===== src/rtl/tev_pkg.sv =====
package tev_pkg;

  typedef enum logic [1:0] {
    CMD_NOP   = 2'd0,
    CMD_WRITE = 2'd1,
    CMD_READ  = 2'd2,
    CMD_SPACE = 2'd3
  } cmd_e;

  typedef enum logic [2:0] {
    ERR_NONE      = 3'd0,
    ERR_UNDERFLOW = 3'd1,
    ERR_UNREACH   = 3'd2,
    ERR_TIMEOUT   = 3'd3,
    ERR_OVERFLOW  = 3'd4,
    ERR_HANG      = 3'd5
  } err_e;

  typedef enum logic [1:0] {
    ST_IDLE,
    ST_SETUP,
    ST_ISSUE,
    ST_POLL
  } st_e;

  // output status bit positions
  localparam int OST_WAIT    = 0;
  localparam int OST_UNDER   = 1;
  localparam int OST_UNREACH = 2;

  // input status bit positions
  localparam int IST_TIMEOUT = 0;
  localparam int IST_OVER    = 1;
  localparam int IST_WAIT    = 2;
  localparam int IST_UNREACH = 3;

endpackage


===== src/rtl/tev_status_decode.sv =====
module tev_status_decode
  import tev_pkg::*;
(
  input  cmd_e       kind,
  input  logic [2:0] ostatus,
  input  logic [3:0] istatus,
  input  logic       space_valid,
  output logic       waiting,
  output err_e       status_err
);

  always_comb begin
    waiting    = 1'b0;
    status_err = ERR_NONE;
    case (kind)
      CMD_WRITE: begin
        waiting = ostatus[OST_WAIT];
        if (ostatus[OST_UNREACH])    status_err = ERR_UNREACH;
        else if (ostatus[OST_UNDER]) status_err = ERR_UNDERFLOW;
      end
      CMD_READ: begin
        waiting = istatus[IST_WAIT];
        if (istatus[IST_UNREACH])      status_err = ERR_UNREACH;
        else if (istatus[IST_OVER])    status_err = ERR_OVERFLOW;
        else if (istatus[IST_TIMEOUT]) status_err = ERR_TIMEOUT;
      end
      CMD_SPACE: begin
        waiting = ~space_valid;
      end
      default: ;
    endcase
  end

endmodule


===== src/rtl/tev_seq.sv =====
module tev_seq
  import tev_pkg::*;
#(
  parameter int POLL_LIMIT = 1000
) (
  input  logic clk,
  input  logic rst_n,
  input  logic start,
  input  logic waiting,
  input  err_e status_err,
  output st_e  state,
  output logic finish_ok,
  output logic done,
  output err_e err_code
);

  localparam int CNT_W = $clog2(POLL_LIMIT + 1);
  localparam logic [CNT_W-1:0] CNT_LAST = CNT_W'(POLL_LIMIT - 1);

  st_e              state_q, state_d;
  logic [CNT_W-1:0] cnt_q, cnt_d;
  logic             done_q, done_d;
  err_e             err_q, err_d;

  always_comb begin
    state_d   = state_q;
    cnt_d     = cnt_q;
    done_d    = 1'b0;
    err_d     = err_q;
    finish_ok = 1'b0;
    case (state_q)
      ST_IDLE:  if (start) state_d = ST_SETUP;
      ST_SETUP: state_d = ST_ISSUE;
      ST_ISSUE: begin
        state_d = ST_POLL;
        cnt_d   = '0;
      end
      ST_POLL: begin
        if (!waiting) begin
          done_d    = 1'b1;
          err_d     = status_err;
          finish_ok = 1'b1;
          state_d   = ST_IDLE;
        end else if (cnt_q == CNT_LAST) begin
          done_d  = 1'b1;
          err_d   = ERR_HANG;
          state_d = ST_IDLE;
        end else begin
          cnt_d = cnt_q + 1'b1;
        end
      end
      default: state_d = ST_IDLE;
    endcase
  end

  always_ff @(posedge clk or negedge rst_n) begin
    if (!rst_n) begin
      state_q <= ST_IDLE;
      cnt_q   <= '0;
      done_q  <= 1'b0;
      err_q   <= ERR_NONE;
    end else begin
      state_q <= state_d;
      cnt_q   <= cnt_d;
      done_q  <= done_d;
      err_q   <= err_d;
    end
  end

  assign state    = state_q;
  assign done     = done_q;
  assign err_code = err_q;

endmodule


===== src/rtl/tev_capture.sv =====
module tev_capture #(
  parameter int ID_W = 32,
  parameter int TS_W = 64,
  parameter int SP_W = 16
) (
  input  logic            clk,
  input  logic            rst_n,
  input  logic            cap_read,
  input  logic            cap_space,
  input  logic [ID_W-1:0] idata,
  input  logic [TS_W-1:0] itime,
  input  logic [SP_W-1:0] space,
  output logic [ID_W-1:0] rsp_data,
  output logic [TS_W-1:0] rsp_time,
  output logic [SP_W-1:0] rsp_space
);

  logic [ID_W-1:0] data_q, data_d;
  logic [TS_W-1:0] time_q, time_d;
  logic [SP_W-1:0] space_q, space_d;

  always_comb begin
    data_d  = cap_read  ? idata : data_q;
    time_d  = cap_read  ? itime : time_q;
    space_d = cap_space ? space : space_q;
  end

  always_ff @(posedge clk or negedge rst_n) begin
    if (!rst_n) begin
      data_q  <= '0;
      time_q  <= '0;
      space_q <= '0;
    end else begin
      data_q  <= data_d;
      time_q  <= time_d;
      space_q <= space_d;
    end
  end

  assign rsp_data  = data_q;
  assign rsp_time  = time_q;
  assign rsp_space = space_q;

endmodule


===== src/rtl/tev_initiator.sv =====
module tev_initiator
  import tev_pkg::*;
#(
  parameter int DEST_W     = 8,
  parameter int CHN_W      = 16,
  parameter int TS_W       = 64,
  parameter int OD_W       = 32,
  parameter int AD_W       = 8,
  parameter int ID_W       = 32,
  parameter int SP_W       = 16,
  parameter int POLL_LIMIT = 1000,
  localparam int SEL_W     = DEST_W + CHN_W
) (
  input  logic             clk,
  input  logic             rst_n,
  input  logic             req_valid,
  input  logic [1:0]       req_kind,
  input  logic [SEL_W-1:0] req_chan,
  input  logic [TS_W-1:0]  req_time,
  input  logic [OD_W-1:0]  req_data,
  input  logic [AD_W-1:0]  req_addr,
  input  logic [TS_W-1:0]  req_timeout,
  output logic             busy,
  output logic             done,
  output logic [2:0]       err_code,
  output logic [ID_W-1:0]  rsp_data,
  output logic [TS_W-1:0]  rsp_time,
  output logic [SP_W-1:0]  rsp_space,
  output logic [1:0]       bus_cmd,
  output logic [SEL_W-1:0] bus_chan,
  output logic [TS_W-1:0]  bus_otime,
  output logic [OD_W-1:0]  bus_odata,
  output logic [AD_W-1:0]  bus_oaddr,
  output logic [TS_W-1:0]  bus_itimeout,
  input  logic [2:0]       bus_ostatus,
  input  logic             bus_space_valid,
  input  logic [SP_W-1:0]  bus_space,
  input  logic [3:0]       bus_istatus,
  input  logic [ID_W-1:0]  bus_idata,
  input  logic [TS_W-1:0]  bus_itime
);

  st_e  state;
  logic accept, waiting, finish_ok;
  err_e status_err, err_q;

  cmd_e             kind_q, kind_d;
  logic [SEL_W-1:0] chan_q, chan_d;
  logic [TS_W-1:0]  otime_q, otime_d;
  logic [OD_W-1:0]  odata_q, odata_d;
  logic [AD_W-1:0]  oaddr_q, oaddr_d;
  logic [TS_W-1:0]  itmo_q, itmo_d;

  assign accept = req_valid && (req_kind != 2'd0) && (state == ST_IDLE);

  // request holding registers, loaded only on acceptance
  always_comb begin
    kind_d  = kind_q;
    chan_d  = chan_q;
    otime_d = otime_q;
    odata_d = odata_q;
    oaddr_d = oaddr_q;
    itmo_d  = itmo_q;
    if (accept) begin
      kind_d  = cmd_e'(req_kind);
      chan_d  = req_chan;
      otime_d = req_time;
      odata_d = req_data;
      oaddr_d = req_addr;
      itmo_d  = req_timeout;
    end
  end

  always_ff @(posedge clk or negedge rst_n) begin
    if (!rst_n) begin
      kind_q  <= CMD_NOP;
      chan_q  <= '0;
      otime_q <= '0;
      odata_q <= '0;
      oaddr_q <= '0;
      itmo_q  <= '0;
    end else begin
      kind_q  <= kind_d;
      chan_q  <= chan_d;
      otime_q <= otime_d;
      odata_q <= odata_d;
      oaddr_q <= oaddr_d;
      itmo_q  <= itmo_d;
    end
  end

  tev_status_decode u_decode (
    .kind        (kind_q),
    .ostatus     (bus_ostatus),
    .istatus     (bus_istatus),
    .space_valid (bus_space_valid),
    .waiting     (waiting),
    .status_err  (status_err)
  );

  tev_seq #(.POLL_LIMIT(POLL_LIMIT)) u_seq (
    .clk        (clk),
    .rst_n      (rst_n),
    .start      (accept),
    .waiting    (waiting),
    .status_err (status_err),
    .state      (state),
    .finish_ok  (finish_ok),
    .done       (done),
    .err_code   (err_q)
  );

  tev_capture #(.ID_W(ID_W), .TS_W(TS_W), .SP_W(SP_W)) u_capture (
    .clk       (clk),
    .rst_n     (rst_n),
    .cap_read  (finish_ok && (kind_q == CMD_READ)),
    .cap_space (finish_ok && (kind_q == CMD_SPACE)),
    .idata     (bus_idata),
    .itime     (bus_itime),
    .space     (bus_space),
    .rsp_data  (rsp_data),
    .rsp_time  (rsp_time),
    .rsp_space (rsp_space)
  );

  assign busy         = (state != ST_IDLE);
  assign err_code     = err_q;
  assign bus_cmd      = (state == ST_ISSUE) ? kind_q : CMD_NOP;
  assign bus_chan     = chan_q;
  assign bus_otime    = otime_q;
  assign bus_odata    = odata_q;
  assign bus_oaddr    = oaddr_q;
  assign bus_itimeout = itmo_q;

endmodule


===== config.mk =====
export PLATFORM = sky130hd
export DESIGN_NAME = tev_initiator
export DESIGN_NICKNAME = d
export VERILOG_FILES = /design/src/rtl/tev_pkg.sv /design/src/rtl/tev_status_decode.sv /design/src/rtl/tev_seq.sv /design/src/rtl/tev_capture.sv /design/src/rtl/tev_initiator.sv
export SDC_FILE = /design/constraint.sdc
export NUM_CORES = 1
export LEC_CHECK = 0
export ABC_CLOCK_PERIOD_IN_PS = 4900
export BUFFER_PORTS_ARGS = -buffer_cell sky130_fd_sc_hd__buf_2
export CAP_MARGIN = 10
export CORE_AREA = 3 3 246 248
export CTS_CLUSTER_SIZE = 14
export DETAILED_ROUTE_END_ITERATION = 6
export DIE_AREA = 0 0 249 251
export SLEW_MARGIN = 20
export SYNTH_ARGS = -nofsm -noshare
export SYNTH_HDL_FRONTEND = slang
export SYNTH_SLANG_ARGS = --single-unit

===== constraint.sdc =====
create_clock -name clk -period 4.9 [get_ports clk]
set_input_delay 0.49 -clock clk [delete_from_list [all_inputs] [get_ports clk]]
set_output_delay 0.49 -clock clk [all_outputs]
set_load 0.05 [all_outputs]

==> summary.md, run 1 <==
| Metric | Value |
|---|---|
| Status | finished, final reports clean |
| Slew @ Worst Pin | between 1 and 1.5 ns |
| Routed length per placed instance | approximately 17 um |
| Port bufs | around 630 |
| Via density | slightly above 4 |
| Num ports | around 630 |
| Share of cells above drive strength 1 | about two thirds |
| Nets | 1,737 |
| Synthesized Nets | between 1k and 1.5k |
| Fin crit share | a little under three fifths |
| Setup CP Type | reg -> reg |
| Yosys reg bits | 322 |
| CTS root buf | clkbuf_16 |
| Hold_sp | bus_itime[31] |
| Slew Viols, Final | 0 |
| Max Cap Viol | 0 |
| Clock Sinks | ~320 |
| Synth-to-Final Area Change | 43.2% |
| RR Startpoint | u_seq.state[1] |
| First-pass GRT wire length | ~58,000 um |
| Yosys top cell area share | about two thirds |
| Hpwl dp | 29,500 um |
| GR Overflow Total | 0 |
| Syn Area/Cell | about 16 sq um |
| Critical Path RT | between 5 and 6 ns |
| Slew HR | a little over a quarter |
| H-tree Lvls | 2 |
| Maximum operating frequency | around 0.36 GHz |
| Cells after synthesis | ~770 |
| DR pass1 iterations | 4 |
| CP startpoint | u_seq.state[1] |
| Largest net degree at the start of global routing | 120 |
| Count of different cell masters after synthesis | 47 |
| Post-CTS Repair Setup Buffers | 0 |
| Worst hold path type | in -> reg |
| DRC | 0 |
| Post-synth ARST share | 100% |
| Antenna-violating nets left | 0 |
| Die area | approximately 62,000 sq um |
| Synthesized area | between 10,000 and 15,000 sq um |
| Min Clock Period, post-route | 2.75 ns |
| Max FO, Critical Path | slightly below 50 |
| Vias | roughly 9k |
| Critical Path Source Type | flop |
| Final Skew | 0.0114 ns |
| Total Routing Usage GR | about an eighth |
| CTS tree | built |
| Initial antenna violation count | 9 |
| Clock Path Buffers | 3 |
| FILL cells | roughly 6k |
| Post-synth top area cell | dfrtp_1 |
| Warnings from Yosys | 0 |
| Post-CTS Resized | 0 |
| Final Hold Vio Count | 0 |
| RSZ-0062 raised after global routing | no |
| Most frequent cells in the layout | buf_2, dfrtp_1, mux2_2 |
| Post-synth EDFFs | 0 |
| Core ar. | a little under 60,000 sq um |
| Synth area leaders | dfrtp_1, mux2_2, mux2_1 |
| CTS buffer count | 39 |
| Height of the die | around 250 um |
| Final setup TNS | 0 ns |
| Number of global-route vias before repair | 9,848 |
| Synth Flop Type | dfrtp_1 |
| CP Capture Type | flop |
| Clk_lat worst skew | 0.53 ns |
| Gpl congestion | 0.825 |
| Clock-pin slew on the worst setup and hold paths | roughly 0.06 ns |
| Most common cell after layout, fill and taps aside | buf_2 |
| Post-Route WL | between 30,000 and 40,000 um |
| Crit path DAT | about 3.2 ns |
| Die Wd | 249 um |
| # rows | between 80 and 90 |
| DR iter-0 viols | roughly 270 |
| Starting Density | a little over a fifth |
| Finish-stage setup viols | 0 |
| Sequential-to-total area share from yosys stat | between 60% and 70% |
==> registers in the layout (all words and copies together), names as in the netlist, 3 cells and up <==
name / flops
bus_chan: 24
bus_itimeout: 64
bus_oaddr: 8
bus_odata: 32
bus_otime: 64
u_capture.rsp_data: 32
u_capture.rsp_space: 16
u_capture.rsp_time: 64
u_seq.cnt_q: 10
u_seq.err_code: 3
==> layer usage <==
| layer | global-route usage, % | vias to the layer above | wire (um) |
|---|---|---|---|
| met1 | 13.1 | 4473 | 14600 |
| met3 | 5.32 | 64 | 4000 |
| met2 | 20.5 | 458 | 18800 |
| met5 | 0 | - | 36 |
| li1 | - | 4031 | - |
| met4 | 3.89 | 6 | 1040 |
==> path summary, 6_finish.rpt <==
| kind | endpoint | depth (start not counted) | slack [ns] |
|---|---|---|---|
| worst max register to register | u_capture.rsp_time[40] | 4 | 2.15 |
| min in group asynchronous | bus_otime[34] | 2 | 0.55 |
| max in group asynchronous | u_capture.rsp_time[46] | 3 | 3.24 |
| worst max-delay path | u_capture.rsp_time[40] | 4 | 2.15 |
| worst min-delay path | u_capture.rsp_time[31] | 2 | 0.18 |
| worst min register to register | u_capture.rsp_time[49] | 1 | 0.49 |
==> timing repair <==
action / in CTS / in global routing
hold buffers: 1 / 0
endpoints found under the setup margin: 0 / 0
hold endpoints to repair: 72 / 0
==> synthesized netlist by cell type (2+ instances only) <==
cell type / n
nor2b_1: 2
nand3_1: 4
buf_2: 28
and2_1: 2
clkbuf_8: 2
nor4_1: 2
mux2_1: 41
o311ai_0: 4
nor3_1: 4
mux2_2: 266
nand4_1: 7
inv_1: 16
dfrtp_1: 322
o221ai_1: 2
nor2_1: 6
ha_1: 8
nand4b_1: 3
nand3_2: 2
o21ai_0: 8
o2111ai_1: 3
buf_4: 4
nand2_1: 8
==> cell type report <==
class	count	area, sq um	share of cell area (%)
sequential	322	8060	45.2
multi-input combinational	394	4120	23.1
timing repair buffer	639	3290	18.5
clock buffer	57	1180	6.60
tap	773	967	5.43
clock inverter	12	141	0.793
inverter	16	60.1	0.337
antenna	4	10.0	0.0562
==> logic make-up (layout without fill, tap and decap cells) <==
family | count (synthesis) | after routing | synth area share (%)
buf+inv | 53 | 724 | 2.26
other cells | 0 | 4 | 0
mux | 308 | 308 | 27.8
compound gates | 29 | 29 | 1.93
simple gates | 49 | 49 | 2.45
flops | 322 | 322 | 64.7
fa+ha+maj | 8 | 8 | 0.804
==> through the flow <==
stage / util, % / setup WS (ns) / std cells / cell area (sq um) / hold slack [ns]
after CTS: 30.4 / 2.13 / 2213 / 17800 / 0.126
after detailed placement: 28.1 / 2.10 / 2143 / 16500 / 0.477
final: 30.4 / 2.15 / 2217 / 17800 / 0.177
after floorplan: - / 2.78 / 769 / 12500 / 0.194
after global routing: 30.4 / 1.95 / 2214 / 17800 / 0.140
after global placement: 28.1 / 2.17 / 2143 / 16500 / 0.469
==> worst max-delay path, stage by stage (launching register included) <==
cell and delay, ns:
dfrtp_1 0.39, ha_1 0.61, nand3_4 0.73, buf_12 0.46, mux2_1 0.35
Power of run 1 is not shown: default switching activity piles up to over one toggle a cycle in this logic, so the estimate is an artifact.
==> run 2: changes to the inputs <==
ABC_AREA = 1   (was not set)
ABC_CLOCK_PERIOD_IN_PS = 2350   (was 4900)
CORE_AREA = 3 3 245 247   (was 3 3 246 248)
DIE_AREA = 0 0 248 250   (was 0 0 249 251)
clock period = 2.35 ns   (was 4.9 ns; I/O delays follow)
==> summary.md, run 2 <==
| Metric | Value |
|---|---|
| Die area | between 60,000 and 70,000 sq um |
| DRC | 0 |
| Port bufs | about 630 |
| Hold path depth | 5 |
| Top post-synthesis cells by count | dfrtp_1, nand2_1, mux2_2, o21ai_0, buf_2 |
| DR iter-0 viols | around 470 |
| Total Routing Usage GR | between 10% and 20% |
| Syn Area/Cell | about 12 sq um |
| Placed Instance Area | approximately 17,000 sq um |
| Setup CP Type | reg -> reg |
| Synth-to-Final Area Change | 66.6% |
| GR Overflow Total | 0 |
| Pwr Total | approximately 0.033 W |
| Synth area leaders | dfrtp_1, mux2_2, nand2_1 |
| Final Hold Vio Count | 0 |
| Hold_sp | bus_ostatus[2] |
| CTS Hold Bufs | around 310 |
| Yosys top cell area share | a little under two thirds |
| Count of different cell masters after synthesis | 25 |
| Nets | approximately 2.4k |
| CTS root buf | clkbuf_16 |
| Clock Sinks | around 320 |
| CP Capture Type | flop |
| Most frequent cells in the layout | buf_2, dfrtp_1, dlygate4sd3_1 |
| R2r setup slk | ~0.25 ns |
| CTS buffer count | 37 |
| Critical Path RT | approximately 2.8 ns |
| Leakage power | 10.6 nW |
| Synthesized area | approximately 13,000 sq um |
| Post-synth top area cell | dfrtp_1 |
| RR Startpoint | kind_q[0] |
| Worst hold path type | in -> reg |
| Slew HR | 57.9% |
| Post-CTS Repair Setup Buffers | 0 |
| Via density | approximately 4.2 |
| Maximum operating frequency | around 0.48 GHz |
| Post-synth ARST share | 100% |
| FILL cells | 5,543 |
| Seq. cell area | between 8000 and 9000 sq um |
| R2R depth | 10 |
| Gpl congestion | between 0.8 and 0.9 |
| Starting Density | approximately 22% |
| Share of cells above drive strength 1 | 44.0% |
| Setup ws final | between 0.2 and 0.3 ns |
| Final instance area | ~21,000 sq um |
| CTS tree | built |
| Sequential-to-total area share from yosys stat | between 60% and 70% |
| Worst Hold Path EP | u_seq.err_code[1] |
| Pre-CTS setup slack | 0.265 ns |
| Largest net degree at the start of global routing | 97 |
| Post-synth EDFFs | 0 |
| Power Density | between 1500 and 2000 nW/um^2 |
| Height of the die | ~250 um |
| Cell count after placement | between 2k and 2.5k |
| Most common cell after layout, fill and taps aside | buf_2 |
| Die Wd | around 250 um |
| Yosys reg bits | ~320 |
| Post-CTS Resized | 0 |
| Min Clock Period, post-route | ~2.1 ns |
| Synth Flop Type | dfrtp_1 |
| Hpwl dp | between 30,000 and 40,000 um |
| Max FO, Critical Path | 96 |
| Status | finished, final reports clean |
| Slew @ Worst Pin | between 0.6 and 0.7 ns |
| Clock-pin slew on the worst setup and hold paths | about 0.06 ns |
| RSZ-0062 raised after global routing | no |
| Peak supply drop | approximately 1000 uV |
| Finish-stage setup viols | 0 |
| Antenna-violating nets left | 0 |
| Synthesized Nets | approximately 1.4k |
| Final setup TNS | 0 ns |
| Reg2reg end | u_capture.rsp_time[22] |
| First-pass GRT wire length | around 71,000 um |
| Warnings from Yosys | 0 |
| Crit path DAT | between 2 and 3 ns |
| Finished Layout Cells | approximately 2.8k |
| Final Skew | ~0.020 ns |
| Critical Path Source Type | flop |
| Core ar. | 57,800 sq um |
| Fin crit share | between 80% and 90% |
| Num ports | about 630 |
| Max Cap Viol | 0 |
| Slew Viols, Final | 0 |
| Initial antenna violation count | 5 |
| Cells after synthesis | around 1.1k |
| Post-Route WL | 46,200 um |
| Number of global-route vias before repair | roughly 13k |
| H-tree Lvls | 2 |
| Vias | 11.9k |
| Clock Path Buffers | 3 |
| Footprint of the multi-input gates | approximately 4300 sq um |
| Count leader, synth | dfrtp_1 |
| DR pass1 iterations | 5 |
| Routed length per placed instance | approximately 16 um |
| # rows | 88 |
| Clk_lat worst skew | 0.54 ns |
==> run 2: cell types whose count changed after synthesis, moves of 7 or more <==
cell	previous run	this run
clkbuf_1	1	16
inv_1	16	23
mux2_1	41	22
mux2_2	266	170
nand2_1	8	289
nand3_1	4	22
nor2_1	6	20
o21ai_0	8	108
o21ai_1	0	14
==> run 2: area by class of cell <==
cell class | count | area share [%]
flip-flops and latches | 322 | 38.0
repair buffers | 974 | 31.4
multi-input cells | 669 | 20.1
clock buffers | 48 | 4.85
well taps | 765 | 4.52
clock inverters | 16 | 0.697
inverters | 23 | 0.407
diodes | 2 | 0.0236
==> run 2: kinds of logic after synthesis <==
logic type / after synthesis / share of synthesized area (%)
AND/OR/NAND/NOR: 340 / 10.6
flip-flops: 322 / 63.3
multiplexers: 192 / 17.0
AO/OA/AOI/OAI: 128 / 5.06
buffers and inverters: 81 / 3.18
adder cells (fa/ha/maj): 8 / 0.787
XOR/XNOR: 1 / 0.0689
==> run 2: critical path, cell delays in order, from the launching register on <==
cell     delay [ns]
dfrtp_1        0.40
inv_1          0.08
ha_1           0.26
nand2_1        0.11
nand3_1        0.12
nand2_2        0.12
nand2_4        0.15
nor2_4         0.15
buf_12         0.32
nand2_1        0.12
nand2_1        0.09
==> run 2: stage by stage <==
| stage | hold WS, ns | utilization, % |
|---|---|---|
| CTS | 0.0587 | 36.7 |
| global placement | 0.268 | 29.3 |
| floorplan | -0.0606 | - |
| finish | 0.105 | 36.7 |
| detailed placement | 0.270 | 29.3 |
| global route | 0.103 | 36.7 |
==> run 2: layer usage <==
layer	GRT usage, %	part of all wire, %	up-vias
met1	15.6	38	5781
met5	0	0.028	-
met2	25.4	51	506
met4	6.70	4.3	2
li1	-	-	5469
met3	4.03	7.3	144
==> run 2: how the worst max path moves through the flow <==
stage / endpoint / from / slack (ns)
detailed placement: u_capture.rsp_time[33] / kind_q[0] / 0.26
floorplan: u_capture.rsp_time[3] / kind_q[0] / 0.69
global placement: u_capture.rsp_time[45] / kind_q[0] / 0.37
CTS: u_capture.rsp_time[33] / kind_q[0] / 0.26
finish: u_capture.rsp_time[22] / kind_q[0] / 0.25
global route: u_capture.rsp_time[51] / kind_q[0] / 0.06
==> run 2: power by group <==
part	total, W	switching (W)	internal (W)	leakage (nW)
Sequential	0.00965	0.00149	0.00816	3.94
Clock	0.00562	0.00231	0.00331	0.574
Combinational	0.0177	0.0132	0.00449	6.11
(Power assumes the default switching activity.)
==> run 3: changes to the inputs <==
CORE_AREA = 3 3 243 245   (was 3 3 245 247)
CTS_BUF_LIST = sky130_fd_sc_hd__clkbuf_8   (was not set)
DIE_AREA = 0 0 246 248   (was 0 0 248 250)
==> summary.md, run 3 (synthesis results as in run 2) <==
| Metric | Value |
|---|---|
| Most common cell after layout, fill and taps aside | buf_2 |
| Finish-stage setup viols | 0 |
| First-pass GRT wire length | between 60,000 and 70,000 um |
| RSZ-0062 raised after global routing | no |
| Antenna-violating nets left | 0 |
| DRC | 0 |
| Port bufs | between 600 and 700 |
| Post-Route WL | between 40,000 and 50,000 um |
| Nets | about 2.4k |
| Post-CTS Repair Setup Buffers | 0 |
| DR iter-0 viols | between 400 and 500 |
| Height of the die | around 250 um |
| Vias | 12.0k |
| H-tree Lvls | 2 |
| Number of global-route vias before repair | around 13k |
| CTS buffer count | between 50 and 60 |
| CP startpoint | kind_q[0] |
| Total Routing Usage GR | between 10% and 20% |
| Clock Sinks | 322 |
| Critical Path RT | roughly 2.9 ns |
| Power Density | approximately 1500 nW/um^2 |
| Clock Path Buffers | 3 |
| Clock-pin slew on the worst setup and hold paths | ~0.07 ns |
| Status | finished, final reports clean |
| Core ar. | 57,400 sq um |
| Slew Viols, Final | 0 |
| Critical Path Source Type | flop |
| Utilization after layout | between 30% and 40% |
| Peak supply drop | around 1000 uV |
| Slew @ Worst Pin | 0.646 ns |
| R2r setup slk | between 0.3 and 0.4 ns |
| Num ports | 628 |
| R2R depth | 10 |
| GR Overflow Total | 0 |
| Post-CTS Resized | 0 |
| Reg2reg end | u_capture.rsp_data[8] |
| Maximum operating frequency | 0.500 GHz |
| CP Capture Type | flop |
| Worst hold path type | in -> reg |
| CTS Hold Bufs | 310 |
| Min Clock Period, post-route | 2.00 ns |
| Routed length per placed instance | 16.3 um |
| Starting Density | around 22% |
| CTS tree | built |
| CTS root buf | clkbuf_8 |
| CP endpoint | u_capture.rsp_data[8] |
| Clk_lat worst skew | just over 0.6 ns |
| Max FO, Critical Path | 52 |
| Die Wd | roughly 250 um |
| Via density | roughly 4.2 |
| Initial antenna violation count | 7 |
| Leakage power | ~11 nW |
| Crit path DAT | 2.54 ns |
| Gpl congestion | between 0.8 and 0.9 |
| # rows | 88 |
| Final setup TNS | 0 ns |
| Setup ws final | 0.348 ns |
| Setup CP Type | reg -> reg |
| Final Hold Vio Count | 0 |
| Max Cap Viol | 0 |
| Largest net degree at the start of global routing | 71 |
| RR Startpoint | kind_q[0] |
| Slew HR | a little under three fifths |
| Synth-to-Final Area Change | 66.5% |
| Fin crit share | between 80% and 90% |
| Final Skew | about 0.019 ns |
| Share of cells above drive strength 1 | between 40% and 50% |
| Die area | around 61,000 sq um |
| Pre-CTS setup slack | approximately 0.38 ns |
| DR pass1 iterations | 5 |
| Most frequent cells in the layout | buf_2, dfrtp_1, dlygate4sd3_1 |
| Hpwl dp | 32,000 um |
[run 3: cell types whose count changed in the layout (fill, tap and decap cells not counted), sizes merged]
cell / previous run / this run
buf: 667 / 662
clkbuf: 48 / 72
clkinv: 8 / 4
clkinvlp: 4 / 2
diode: 2 / 4
dlygate4sd3: 307 / 310
inv: 25 / 39
[run 3: worst min-delay path by stage]
stage / to / start / cells past startpoint
6_report: u_seq.state[1] / req_valid / 5
5_1_grt: u_seq.state[0] / req_valid / 5
4_1_cts: u_seq.state[1] / req_valid / 5
3_5_place_dp: u_capture.rsp_space[5] / rst_n / 1
3_3_place_gp: u_capture.rsp_space[6] / rst_n / 1
2_1_floorplan: bus_chan[0] / rst_n / 0
[run 3: where the power goes]
| part | switching, W | internal [W] | leakage, nW |
|---|---|---|---|
| sequential | 0.00150 | 0.00816 | 3.94 |
| clock | 0.00233 | 0.00294 | 0.646 |
| combinational | 0.0131 | 0.00448 | 6.10 |
| total | 0.0170 | 0.0156 | 10.7 |
[run 3: per-layer routing]
metal / up-vias / wire length (um) / track usage [%]
met1: 5828 / 17300 / 15.8
met2: 540 / 23500 / 24.9
met4: 6 / 2330 / 7.73
met3: 147 / 3300 / 4.04
met5: - / 41 / 0
li1: 5499 / - / -
[run 3: final cells by class]
type / count / area [sq um]
fillers: 5492 / 36200
flip-flops and latches: 322 / 8060
repair buffers: 972 / 6650
multi-input cells: 669 / 4270
clock buffers: 72 / 991
well taps: 765 / 957
clock inverters: 24 / 160
inverters: 23 / 86.3
diodes: 4 / 10.0
[run 3: worst max-delay path: stages (launching register included)]
cell and delay (ns):
dfrtp_1 0.41, inv_1 0.08, ha_1 0.26, nand2_1 0.12, nand3_1 0.12, nand2_2 0.12, nand2_4 0.16, nor2_4 0.20
buf_12 0.25, nand2_1 0.10, nand2_1 0.09
[run 3: stage by stage]
stage | cells | total power, W | instance area (sq um) | hold slack [ns]
final | 2851 | 0.0326 | 21200 | 0.0924
after global routing | 2850 | 0.0341 | 21200 | 0.0704
after CTS | 2847 | 0.0327 | 21200 | 0.0268
after detailed placement | 2441 | 0.0269 | 16900 | 0.275
after global placement | 2441 | 0.0266 | 16900 | 0.274
after floorplan | 1072 | 0.0221 | 12700 | -0.0606
